<file path="src/rtl/ser_pkg.sv">
package ser_pkg;

   typedef enum logic {
      CLK_INTERNAL = 1'b0,
      CLK_EXTERNAL = 1'b1
   } clk_src_e;

   typedef struct packed {
      logic rise;
      logic fall;
   } sclk_evt_t;

endpackage

</file>
<file path="src/rtl/ser_clk_unit.sv">
module ser_clk_unit
   import ser_pkg::*;
#(
   parameter int DIV_W       = 8,
   parameter int CHAR_W      = 8,
   parameter int SYNC_STAGES = 2
) (
   input  logic              clk,
   input  logic              rst_n,
   input  clk_src_e          src,
   input  logic [DIV_W-1:0]  div,
   input  logic              halt,
   input  logic              run_req,
   input  logic              sclk_in,
   output logic              sclk_out,
   output logic              sclk_oe,
   output sclk_evt_t         evt,
   output logic              first_bit,
   output logic              last_bit
);

   localparam int IDX_W = (CHAR_W > 1) ? $clog2(CHAR_W) : 1;
   localparam logic [IDX_W-1:0] LAST_IDX = IDX_W'(CHAR_W - 1);

   // internal divider engine
   logic             int_active;
   logic             int_sclk;
   logic [DIV_W-1:0] half_cnt;
   logic             tick;
   logic             int_rise;
   logic             int_fall;

   assign tick     = int_active && (half_cnt == div);
   assign int_rise = tick && !int_sclk;
   assign int_fall = tick &&  int_sclk;

   always_ff @(posedge clk or negedge rst_n) begin
      if (!rst_n) begin
         int_active <= 1'b0;
         int_sclk   <= 1'b1;
         half_cnt   <= '0;
      end else if (src == CLK_EXTERNAL || halt) begin
         int_active <= 1'b0;
         int_sclk   <= 1'b1;
         half_cnt   <= '0;
      end else if (!int_active) begin
         half_cnt <= '0;
         if (run_req) int_active <= 1'b1;
      end else if (tick) begin
         half_cnt <= '0;
         int_sclk <= ~int_sclk;
         if (int_rise && last_bit && !run_req) int_active <= 1'b0;
      end else begin
         half_cnt <= half_cnt + 1'b1;
      end
   end

   // external clock synchronizer and edge detector
   logic [SYNC_STAGES-1:0] sync_q;
   logic                   ext_prev;
   logic                   ext_lvl;

   assign ext_lvl = sync_q[SYNC_STAGES-1];

   always_ff @(posedge clk or negedge rst_n) begin
      if (!rst_n) begin
         sync_q   <= '1;
         ext_prev <= 1'b1;
      end else begin
         sync_q   <= {sync_q[SYNC_STAGES-2:0], sclk_in};
         ext_prev <= ext_lvl;
      end
   end

   always_comb begin
      if (src == CLK_EXTERNAL) begin
         evt.rise = !halt &&  ext_lvl && !ext_prev;
         evt.fall = !halt && !ext_lvl &&  ext_prev;
      end else begin
         evt.rise = !halt && int_rise;
         evt.fall = !halt && int_fall;
      end
   end

   // bit position within the character, advanced on sampling edges
   logic [IDX_W-1:0] bit_idx;

   always_ff @(posedge clk or negedge rst_n) begin
      if (!rst_n) begin
         bit_idx <= '0;
      end else if (halt || (src == CLK_INTERNAL && !int_active)) begin
         bit_idx <= '0;
      end else if (evt.rise) begin
         bit_idx <= (bit_idx == LAST_IDX) ? '0 : bit_idx + 1'b1;
      end
   end

   assign first_bit = (bit_idx == '0);
   assign last_bit  = (bit_idx == LAST_IDX);
   assign sclk_out  = (src == CLK_EXTERNAL) ? 1'b1 : int_sclk;
   assign sclk_oe   = (src == CLK_INTERNAL);

endmodule

</file>
<file path="src/rtl/ser_tx_path.sv">
module ser_tx_path #(
   parameter int CHAR_W = 8
) (
   input  logic              clk,
   input  logic              rst_n,
   input  logic              tx_en,
   input  logic              wr,
   input  logic [CHAR_W-1:0] wdata,
   input  logic              rise_p,
   input  logic              fall_p,
   input  logic              first_bit,
   input  logic              last_bit,
   output logic              sdata_out,
   output logic              tx_empty
);

   logic [CHAR_W-1:0] hold_q;
   logic [CHAR_W-1:0] shift_q;
   logic              busy_q;
   logic              load;

   assign load = tx_en && fall_p && first_bit && !tx_empty;

   always_ff @(posedge clk or negedge rst_n) begin
      if (!rst_n) begin
         hold_q    <= '0;
         shift_q   <= '0;
         busy_q    <= 1'b0;
         tx_empty  <= 1'b1;
         sdata_out <= 1'b1;
      end else if (!tx_en) begin
         shift_q  <= '0;
         busy_q   <= 1'b0;
         tx_empty <= 1'b1;
      end else begin
         if (load) begin
            sdata_out <= hold_q[0];
            shift_q   <= hold_q >> 1;
            busy_q    <= 1'b1;
         end else if (busy_q && fall_p) begin
            sdata_out <= shift_q[0];
            shift_q   <= shift_q >> 1;
         end
         if (busy_q && rise_p && last_bit) busy_q <= 1'b0;
         if (wr) begin
            hold_q   <= wdata;
            tx_empty <= 1'b0;
         end else if (load) begin
            tx_empty <= 1'b1;
         end
      end
   end

endmodule

</file>
<file path="src/rtl/ser_rx_path.sv">
module ser_rx_path #(
   parameter int CHAR_W = 8
) (
   input  logic              clk,
   input  logic              rst_n,
   input  logic              rx_en,
   input  logic              rd,
   input  logic              clr_ovr,
   input  logic              rise_p,
   input  logic              last_bit,
   input  logic              sdata_in,
   output logic [CHAR_W-1:0] rx_data,
   output logic              rx_full,
   output logic              ovr_err,
   output logic              ovr_set
);

   logic [CHAR_W-1:0] shift_q;
   logic [CHAR_W-1:0] shift_nxt;
   logic              take;
   logic              done;

   assign take      = rx_en && !ovr_err && rise_p;
   assign done      = take && last_bit;
   assign shift_nxt = {sdata_in, shift_q[CHAR_W-1:1]};
   assign ovr_set   = done && rx_full && !rd;

   always_ff @(posedge clk or negedge rst_n) begin
      if (!rst_n) begin
         shift_q <= '0;
         rx_data <= '0;
         rx_full <= 1'b0;
         ovr_err <= 1'b0;
      end else begin
         if (take) shift_q <= shift_nxt;
         if (done && !ovr_set) begin
            rx_data <= shift_nxt;
            rx_full <= 1'b1;
         end else if (rd) begin
            rx_full <= 1'b0;
         end
         if (ovr_set)      ovr_err <= 1'b1;
         else if (clr_ovr) ovr_err <= 1'b0;
      end
   end

endmodule

</file>
<file path="src/rtl/ser_sync_xcvr.sv">
module ser_sync_xcvr
   import ser_pkg::*;
#(
   parameter int DIV_W       = 8,
   parameter int CHAR_W      = 8,
   parameter int SYNC_STAGES = 2
) (
   input  logic              clk,
   input  logic              rst_n,
   input  logic              cfg_ext_clk,
   input  logic [DIV_W-1:0]  cfg_div,
   input  logic              tx_en,
   input  logic              rx_en,
   input  logic              tx_wr,
   input  logic [CHAR_W-1:0] tx_wdata,
   input  logic              rx_rd,
   input  logic              ovr_clr,
   input  logic              sclk_in,
   output logic              sclk_out,
   output logic              sclk_oe,
   input  logic              sdata_in,
   output logic              sdata_out,
   output logic              tx_empty,
   output logic              rx_full,
   output logic [CHAR_W-1:0] rx_data,
   output logic              ovr_err
);

   generate
      if (CHAR_W < 2) begin : g_bad_char
         $error("CHAR_W must be at least 2");
      end
      if (DIV_W < 1) begin : g_bad_div
         $error("DIV_W must be at least 1");
      end
      if (SYNC_STAGES < 2) begin : g_bad_sync
         $error("SYNC_STAGES must be at least 2");
      end
   endgenerate

   clk_src_e  src;
   sclk_evt_t evt;
   logic      halt;
   logic      run_req;
   logic      first_bit;
   logic      last_bit;
   logic      ovr_set;

   assign src  = clk_src_e'(cfg_ext_clk);
   assign halt = !tx_en && !rx_en;

   // transmit mode clocks only on data; receive-only free-runs until overrun
   assign run_req = tx_en ? !tx_empty : (rx_en && !ovr_err && !ovr_set);

   ser_clk_unit #(
      .DIV_W       (DIV_W),
      .CHAR_W      (CHAR_W),
      .SYNC_STAGES (SYNC_STAGES)
   ) u_clk (
      .clk       (clk),
      .rst_n     (rst_n),
      .src       (src),
      .div       (cfg_div),
      .halt      (halt),
      .run_req   (run_req),
      .sclk_in   (sclk_in),
      .sclk_out  (sclk_out),
      .sclk_oe   (sclk_oe),
      .evt       (evt),
      .first_bit (first_bit),
      .last_bit  (last_bit)
   );

   ser_tx_path #(.CHAR_W(CHAR_W)) u_tx (
      .clk       (clk),
      .rst_n     (rst_n),
      .tx_en     (tx_en),
      .wr        (tx_wr),
      .wdata     (tx_wdata),
      .rise_p    (evt.rise),
      .fall_p    (evt.fall),
      .first_bit (first_bit),
      .last_bit  (last_bit),
      .sdata_out (sdata_out),
      .tx_empty  (tx_empty)
   );

   ser_rx_path #(.CHAR_W(CHAR_W)) u_rx (
      .clk      (clk),
      .rst_n    (rst_n),
      .rx_en    (rx_en),
      .rd       (rx_rd),
      .clr_ovr  (ovr_clr),
      .rise_p   (evt.rise),
      .last_bit (last_bit),
      .sdata_in (sdata_in),
      .rx_data  (rx_data),
      .rx_full  (rx_full),
      .ovr_err  (ovr_err),
      .ovr_set  (ovr_set)
   );

endmodule


</file>
<file path="config.mk">
export PLATFORM = sky130hd
export DESIGN_NAME = ser_sync_xcvr
export DESIGN_NICKNAME = d
export VERILOG_FILES = /design/src/rtl/ser_pkg.sv /design/src/rtl/ser_clk_unit.sv /design/src/rtl/ser_tx_path.sv /design/src/rtl/ser_rx_path.sv /design/src/rtl/ser_sync_xcvr.sv
export SDC_FILE = /design/constraint.sdc
export NUM_CORES = 1
export LEC_CHECK = 0
export BUFFER_PORTS_ARGS = -buffer_cell sky130_fd_sc_hd__buf_2
export CAP_MARGIN = 20
export CORE_MARGIN = 1.5
export CORE_UTILIZATION = 40
export DETAILED_ROUTE_END_ITERATION = 6
export PLACE_DENSITY = 0.72
export SLEW_MARGIN = 25
export SYNTH_ARGS = -nofsm -noshare
export SYNTH_HDL_FRONTEND = slang
export SYNTH_SLANG_ARGS = --single-unit
</file>
<file path="constraint.sdc">
create_clock -name clk -period 1.7 [get_ports clk]
set_input_delay 0 -clock clk [delete_from_list [all_inputs] [get_ports clk]]
set_output_delay 0 -clock clk [all_outputs]
set_load 0.02 [all_outputs]
</file>
Word-level counts from Yosys, hierarchy flattened
Cells that the tools add are included.

Flip-flop bits (word level): 53. Bits in latches: 0. Bits in writable memories: 0. ROM bits: 0. Bits of input ports: 26. Memories kept: 0.

Add/sub/neg operators: 2. Multipliers: 0. Div/mod/pow operators: 0. $lt $le $gt $ge: 0. Equality and inequality tests: 5. Shift-type cells: 0. Mux-type cells: 31. Bitwise gates (word level): 2. Reductions and logical operators: 50.

Operator list (number): $mux 8 (6); $logic_and 1x1->1 (26); $mux 1 (21); $logic_not 1->1 (12); $reduce_bool 2->1 (6); $mux 3 (3); $ne 3x1->1 const B (3); $add 8x1->8 const B (1); $eq 8x8->1 (1); $reduce_and 2->1 (3); $add 3x1->3 const B (1); $eq 3x3->1 const B (1); $logic_not 3->1 (1); $logic_or 1x1->1 (2); $mux 2 (1); $not 1->1 (2).

Depth between registers and ports, before layout
Depth after elaboration: 19. Gate-level depth with buffers: 7. Depth with buffers taken out: 7.

By module
From an unflattened synthesis, not the netlist that was laid out.

Cells, all modules: 197. Area total of the unflattened synthesis: 2439.8 um^2.

By module, submodules not included: ser_clk_unit (times used 1, cells an instance 82, area each 849.6 um^2); ser_tx_path (times used 1, cells an instance 70, area each 844.6 um^2); ser_rx_path (times used 1, cells an instance 41, area each 723.2 um^2); ser_sync_xcvr (times used 1, cells an instance 4, area each 22.5 um^2).

Worst setup path before layout
Ideal clock, no wire load.

Path kind: register to register. Start: register u_clk.int_sclk. End: register u_rx.shift_q[1]. Setup time: 0.125 ns. Arrival time: 1.673 ns. Data required time: 1.575 ns. Setup slack: -0.098 ns. Cell stages (with the launch flop): 6. Path buffers: 1. Period minus slack after synthesis: 1.798 ns. Path through: dfstp_2 -> clkbuf_1 -> nand2b_4 -> nor3_1 -> a21oi_2 -> mux2_2.

Longest elaborated chain between the ends: 5.

RTL lines: from (decl) (line ser_clk_unit.sv:27) `logic int_sclk;`; from (signal assigned) (line ser_clk_unit.sv:51) `int_sclk <= ~int_sclk;`; $logic_not 1->1 (line ser_clk_unit.sv:34) `assign int_rise = tick && !int_sclk;`; $logic_and 1x1->1 (line ser_clk_unit.sv:34); $logic_and 1x1->1 (line ser_clk_unit.sv:80) `evt.rise = !halt && int_rise;`; $mux 2 (line ser_clk_unit.sv:76) `if (src == CLK_EXTERNAL) begin`; $logic_and 1x1->1 (line ser_rx_path.sv:23) `assign take = rx_en && !ovr_err && rise_p;`; to (signal assigned) (line ser_rx_path.sv:35) `if (take) shift_q <= shift_nxt;`; to (decl) (line ser_rx_path.sv:18) `logic [CHAR_W-1:0] shift_q;`.

No other way between the ends. A chain may end at the register's enable or synchronous reset.

Worst setup path after layout
Start: register u_clk.half_cnt[1]. End: register u_clk.int_active.

Longest elaborated chain between the ends: 18. Elaborated cells on any way between the ends: 20. Classes of those cells: eq/ne (1); mux (7); reduce/logical (12).

RTL lines: from (decl) (line ser_clk_unit.sv:28) `logic [DIV_W-1:0] half_cnt;`; from (signal assigned) (line ser_clk_unit.sv:54) `half_cnt <= half_cnt + 1'b1;`; $eq 8x8->1 * (line ser_clk_unit.sv:33) `assign tick = int_active && (half_cnt == div);`; $logic_and 1x1->1 * (line ser_clk_unit.sv:33); $logic_and 1x1->1 (line ser_clk_unit.sv:34); $logic_and 1x1->1 (line ser_clk_unit.sv:80); $mux 2 (line ser_clk_unit.sv:76); $logic_and 1x1->1 (line ser_rx_path.sv:23); $logic_and 1x1->1 (line ser_rx_path.sv:24) `assign done = take && last_bit;`; $logic_and 1x1->1 (2 in a row) (line ser_rx_path.sv:26) `assign ovr_set = done && rx_full && !rd;`; $logic_not 1->1 (line ser_sync_xcvr.sv:53) `assign run_req = tx_en ? !tx_empty : (rx_en && !ovr_err && !ovr_set);`; $logic_and 1x1->1 (line ser_sync_xcvr.sv:53); $mux 1 (line ser_sync_xcvr.sv:53); $logic_not 1->1 (line ser_clk_unit.sv:52) `if (int_rise && last_bit && !run_req) int_active <= 1'b0;`; $logic_and 1x1->1 (line ser_clk_unit.sv:52); $mux 1 (line ser_clk_unit.sv:52); $mux 1 (line ser_clk_unit.sv:49) `end else if (tick) begin`; $mux 1 * (line ser_clk_unit.sv:46) `end else if (!int_active) begin`; $mux 1 * (line ser_clk_unit.sv:42) `end else if (src == CLK_EXTERNAL || halt) begin`; to (signal assigned) (line ser_clk_unit.sv:43) `int_active <= 1'b0;`; to (signal assigned) (line ser_clk_unit.sv:48) `if (run_req) int_active <= 1'b1;`; to (signal assigned) (line ser_clk_unit.sv:52); to (decl) (line ser_clk_unit.sv:26) `logic int_active;`.

Every way passes the cells marked *; elsewhere a longest branch is shown, timed or not.

==> results.md <==
* Status: finished with violations
* Failing checks: setup timing
* Cells on Worst Hold Path at 2
* Starting density of the core at 42.2%
* Critical path peak fanout at 7
* CTS tree: yes
* Cts bufs inserted at 5
* P per Cell Area at 693 nW/um2
* WP data arrival at 1960 ps
* Placed cells at 348
* Max-slew violations at 0
* Sinks on Clock Net at between 50 and 60
* Vias in the first global route at 1902
* Die Ht at 82.7 um
* Syn Area/Cell at 12.2 um2
* Async SR Flop Fraction at between 90% and 100%
* Fmax at 563 MHz
* Post-Route Skew at 13.0 ps
* Die X at 82.7 um
* Fillers at between 500 and 600
* Row cnt at 28
* Synthesized instance count at 208
* Number of buffers added on ports at 39
* Crit path cell chain: xnor2_2 > nand4_4 > or4_4 > o221ai_2 > o41ai_2
* Clk slew on worst S/H paths at 90 ps
* Number of synthesized flops with an enable pin at 0
* Ys flop type: dfrtp_1
* Post-DRT Antenna Nets at 0
* Global route overflow at 0
* Clk_lat worst skew at 310 ps
* Yosys warning total at 0
* Net count after synthesis at 238
* Initial drt markers at 140
* First-pass GRT wire length at roughly 9000 um
* Most common cell after layout, fill and taps aside: dfrtp_1
* DR pass1 iterations at 4
* Post-synthesis sequential element count at 51
* Wire per inst at 15.6 um
* Slowest CP cell: or4_4
* Die footprint at slightly below 7000 um2
* Leak at 1.66 nW
* Core region area at between 6000 and 7000 um2
* Clock Tree Buf Depth at 2
* Pin count of the biggest net entering global routing at 28
* Final WS setup at -77.3 ps
* Crit end category: flip-flop
* Max_cap viols at 0
* Tcrit/Tclk final at 105%
* DR vias/cell at 5.19
* Core Util, Final at 58.0%
* Finished Layout Cells at 378
* Clk root buf: clkbuf_8
* Synth area leaders: dfrtp_1, mux2_2, dfstp_2, mux2_4, xnor2_1
* Critical hold path startpoint: tx_en
* Total GRT Usage at ~18%
* Critical path launch point type: flip-flop
* Global placer's final weighted congestion at 0.788
* Reg area at between 1000 and 1500 um2
* Synth unique cells at 52
* Critical Path Max Stage Delay at 540 ps
* Seq/Total Area, Yosys at between 50% and 60%
* Vias at 1962
* Nets at roughly 330
* Worst reg-to-reg path cell count at 5
* Area growth, synth to finish at 37.5%
* Routed WL at 5920 um
* Slew HR at 60.5%
* Count of final setup violators at 19
* Setup CP Type: flip-flop to flip-flop
* RSZ-0062 raised after global routing: yes
* Initial antenna violation count at 0
* Antenna Cells at 0
* Slew at the pin closest to its max-slew limit at 592 ps
* DRC viols at 0
* Post-synth top area share at 44.3%
* FF-to-FF Start: u_clk.half_cnt[1]
* Min-Delay Endpoint: u_tx.tx_empty
* Reg2Reg Setup Slack at -80 ps
* Max VDD drop at 0.567 mV
* Mapped Area at 2540 um2
* H-tree Lvls at 2
* Synth area leader: dfrtp_1
* Share of layout cells above drive strength 1 at 49.5%
* Post-DP HPWL at 3880 um
* Multi-input combinational cell area at 1340 um2
* CP required at 1890 ps
* Total I/O pin count at 40
* Commonest cells after routing, fill and taps aside: dfrtp_1, buf_2, buf_4
* R2R Path End: u_clk.int_active
* Fin crit period at around 1800 ps
* Final Hold Viols at 0
* Hold Path Class: input port to flip-flop
per-layer routing:
| layer | wire length [um] | GRT usage [%] | up-vias |
|---|---|---|---|
| met5 | 0 | 0 | - |
| met1 | 2580 | 23.6 | 954 |
| li1 | - | - | 938 |
| met3 | 326 | 3.85 | 11 |
| met4 | 72 | 5.83 | 0 |
| met2 | 2930 | 28.4 | 59 |
worst max-delay path by stage:
stage	start	end	slack (ps)	cells after the start
finish	u_clk.half_cnt[1]	u_clk.int_active	-80	5
CTS	u_clk.bit_idx[0]	u_rx.rx_data[7]	-40	7
floorplan	u_clk.bit_idx[0]	u_clk.int_active	-0.7	7
global route	u_clk.half_cnt[2]	u_rx.shift_q[2]	-130	6
detailed placement	u_clk.half_cnt[2]	u_tx.shift_q[5]	-130	5
global placement	u_clk.bit_idx[0]	u_clk.int_active	-100	7
registers in the layout, indices dropped and copies added, names as in the netlist:
name,cells
u_clk.half_cnt,8
u_rx.rx_data,8
u_tx.hold_q,8
u_rx.shift_q,7
u_tx.shift_q,7
u_clk.bit_idx,3
u_clk.sync_q,2
u_clk.ext_prev,1
u_clk.int_active,1
u_clk.int_sclk,1
u_rx.ovr_err,1
u_rx.rx_full,1
u_tx.busy_q,1
u_tx.sdata_out,1
u_tx.tx_empty,1
power breakdown:
group          internal [mW]  switching [mW]
Clock                  0.289           0.401
Combinational          0.198           0.184
Sequential              1.30          0.0509
Total                   1.79           0.636
metrics by stage:
step / power, mW / cell area (um2) / hold WS [ps] / setup slack [ps] / setup TNS (ps)
global placement: 1.68 / 3060 / 36.5 / -101 / -834
global route: 2.53 / 3500 / 76.4 / -133 / -2460
finish: 2.42 / 3500 / 68.4 / -77.3 / -694
detailed placement: 1.69 / 3060 / 35.7 / -133 / -2140
CTS: 2.42 / 3380 / 33.9 / -43.9 / -428
floorplan: 1.54 / 2550 / -296 / -0.675 / -0.675
area by class of cell:
type / instances / area share, %
Clock inverter: 2 / 0.358
Timing Repair Buffer: 92 / 18.9
Sequential cell: 51 / 36.7
Multi-Input combinational cell: 144 / 38.4
Clock buffer: 6 / 2.08
Inverter: 8 / 0.859
Tap cell: 75 / 2.68
cells by family after synthesis:
kind of cell / share of synthesized area [%]
simple gates: 14.8
flops: 50.5
compound gates: 11.6
mux: 12.5
xor+xnor: 6.05
buf+inv: 2.56
fa+ha+maj: 1.97
synthesized netlist by cell type (all sizes together) (2+ instances only):
| cell type | n |
|---|---|
| dfstp | 6 |
| dfrtp | 45 |
| mux2 | 23 |
| o21ai | 4 |
| xor2 | 5 |
| o41ai | 2 |
| clkbuf | 2 |
| nand3 | 7 |
| nor4 | 2 |
| buf | 3 |
| a21oi | 10 |
| and3 | 8 |
| nand2b | 4 |
| xnor2 | 10 |
| mux2i | 3 |
| inv | 8 |
| o221ai | 2 |
| nor2 | 12 |
| nor3 | 5 |
| nor3b | 2 |
| o311a | 2 |
| ha | 4 |
| or2 | 3 |
| a31oi | 2 |
| nand2 | 12 |
| nand3b | 2 |
| o2bb2ai | 6 |
critical path, delay by kind of cell, from the launching register on:
family,cells,cell delay (ps)
flip-flops,1,410
AO/OA/AOI/OAI,2,300
AND/OR/NAND/NOR,2,760
XOR/XNOR,1,190
timing repair:
item / CTS / global route
hold buffers: 14 / 0
endpoints found under the hold margin: 36 / 0
setup endpoints to repair: 34 / 38
buffers inserted: 3 / 10
gates resized for setup: 12 / 15
pin swaps: 6 / 5
(Power assumes the default switching activity.)
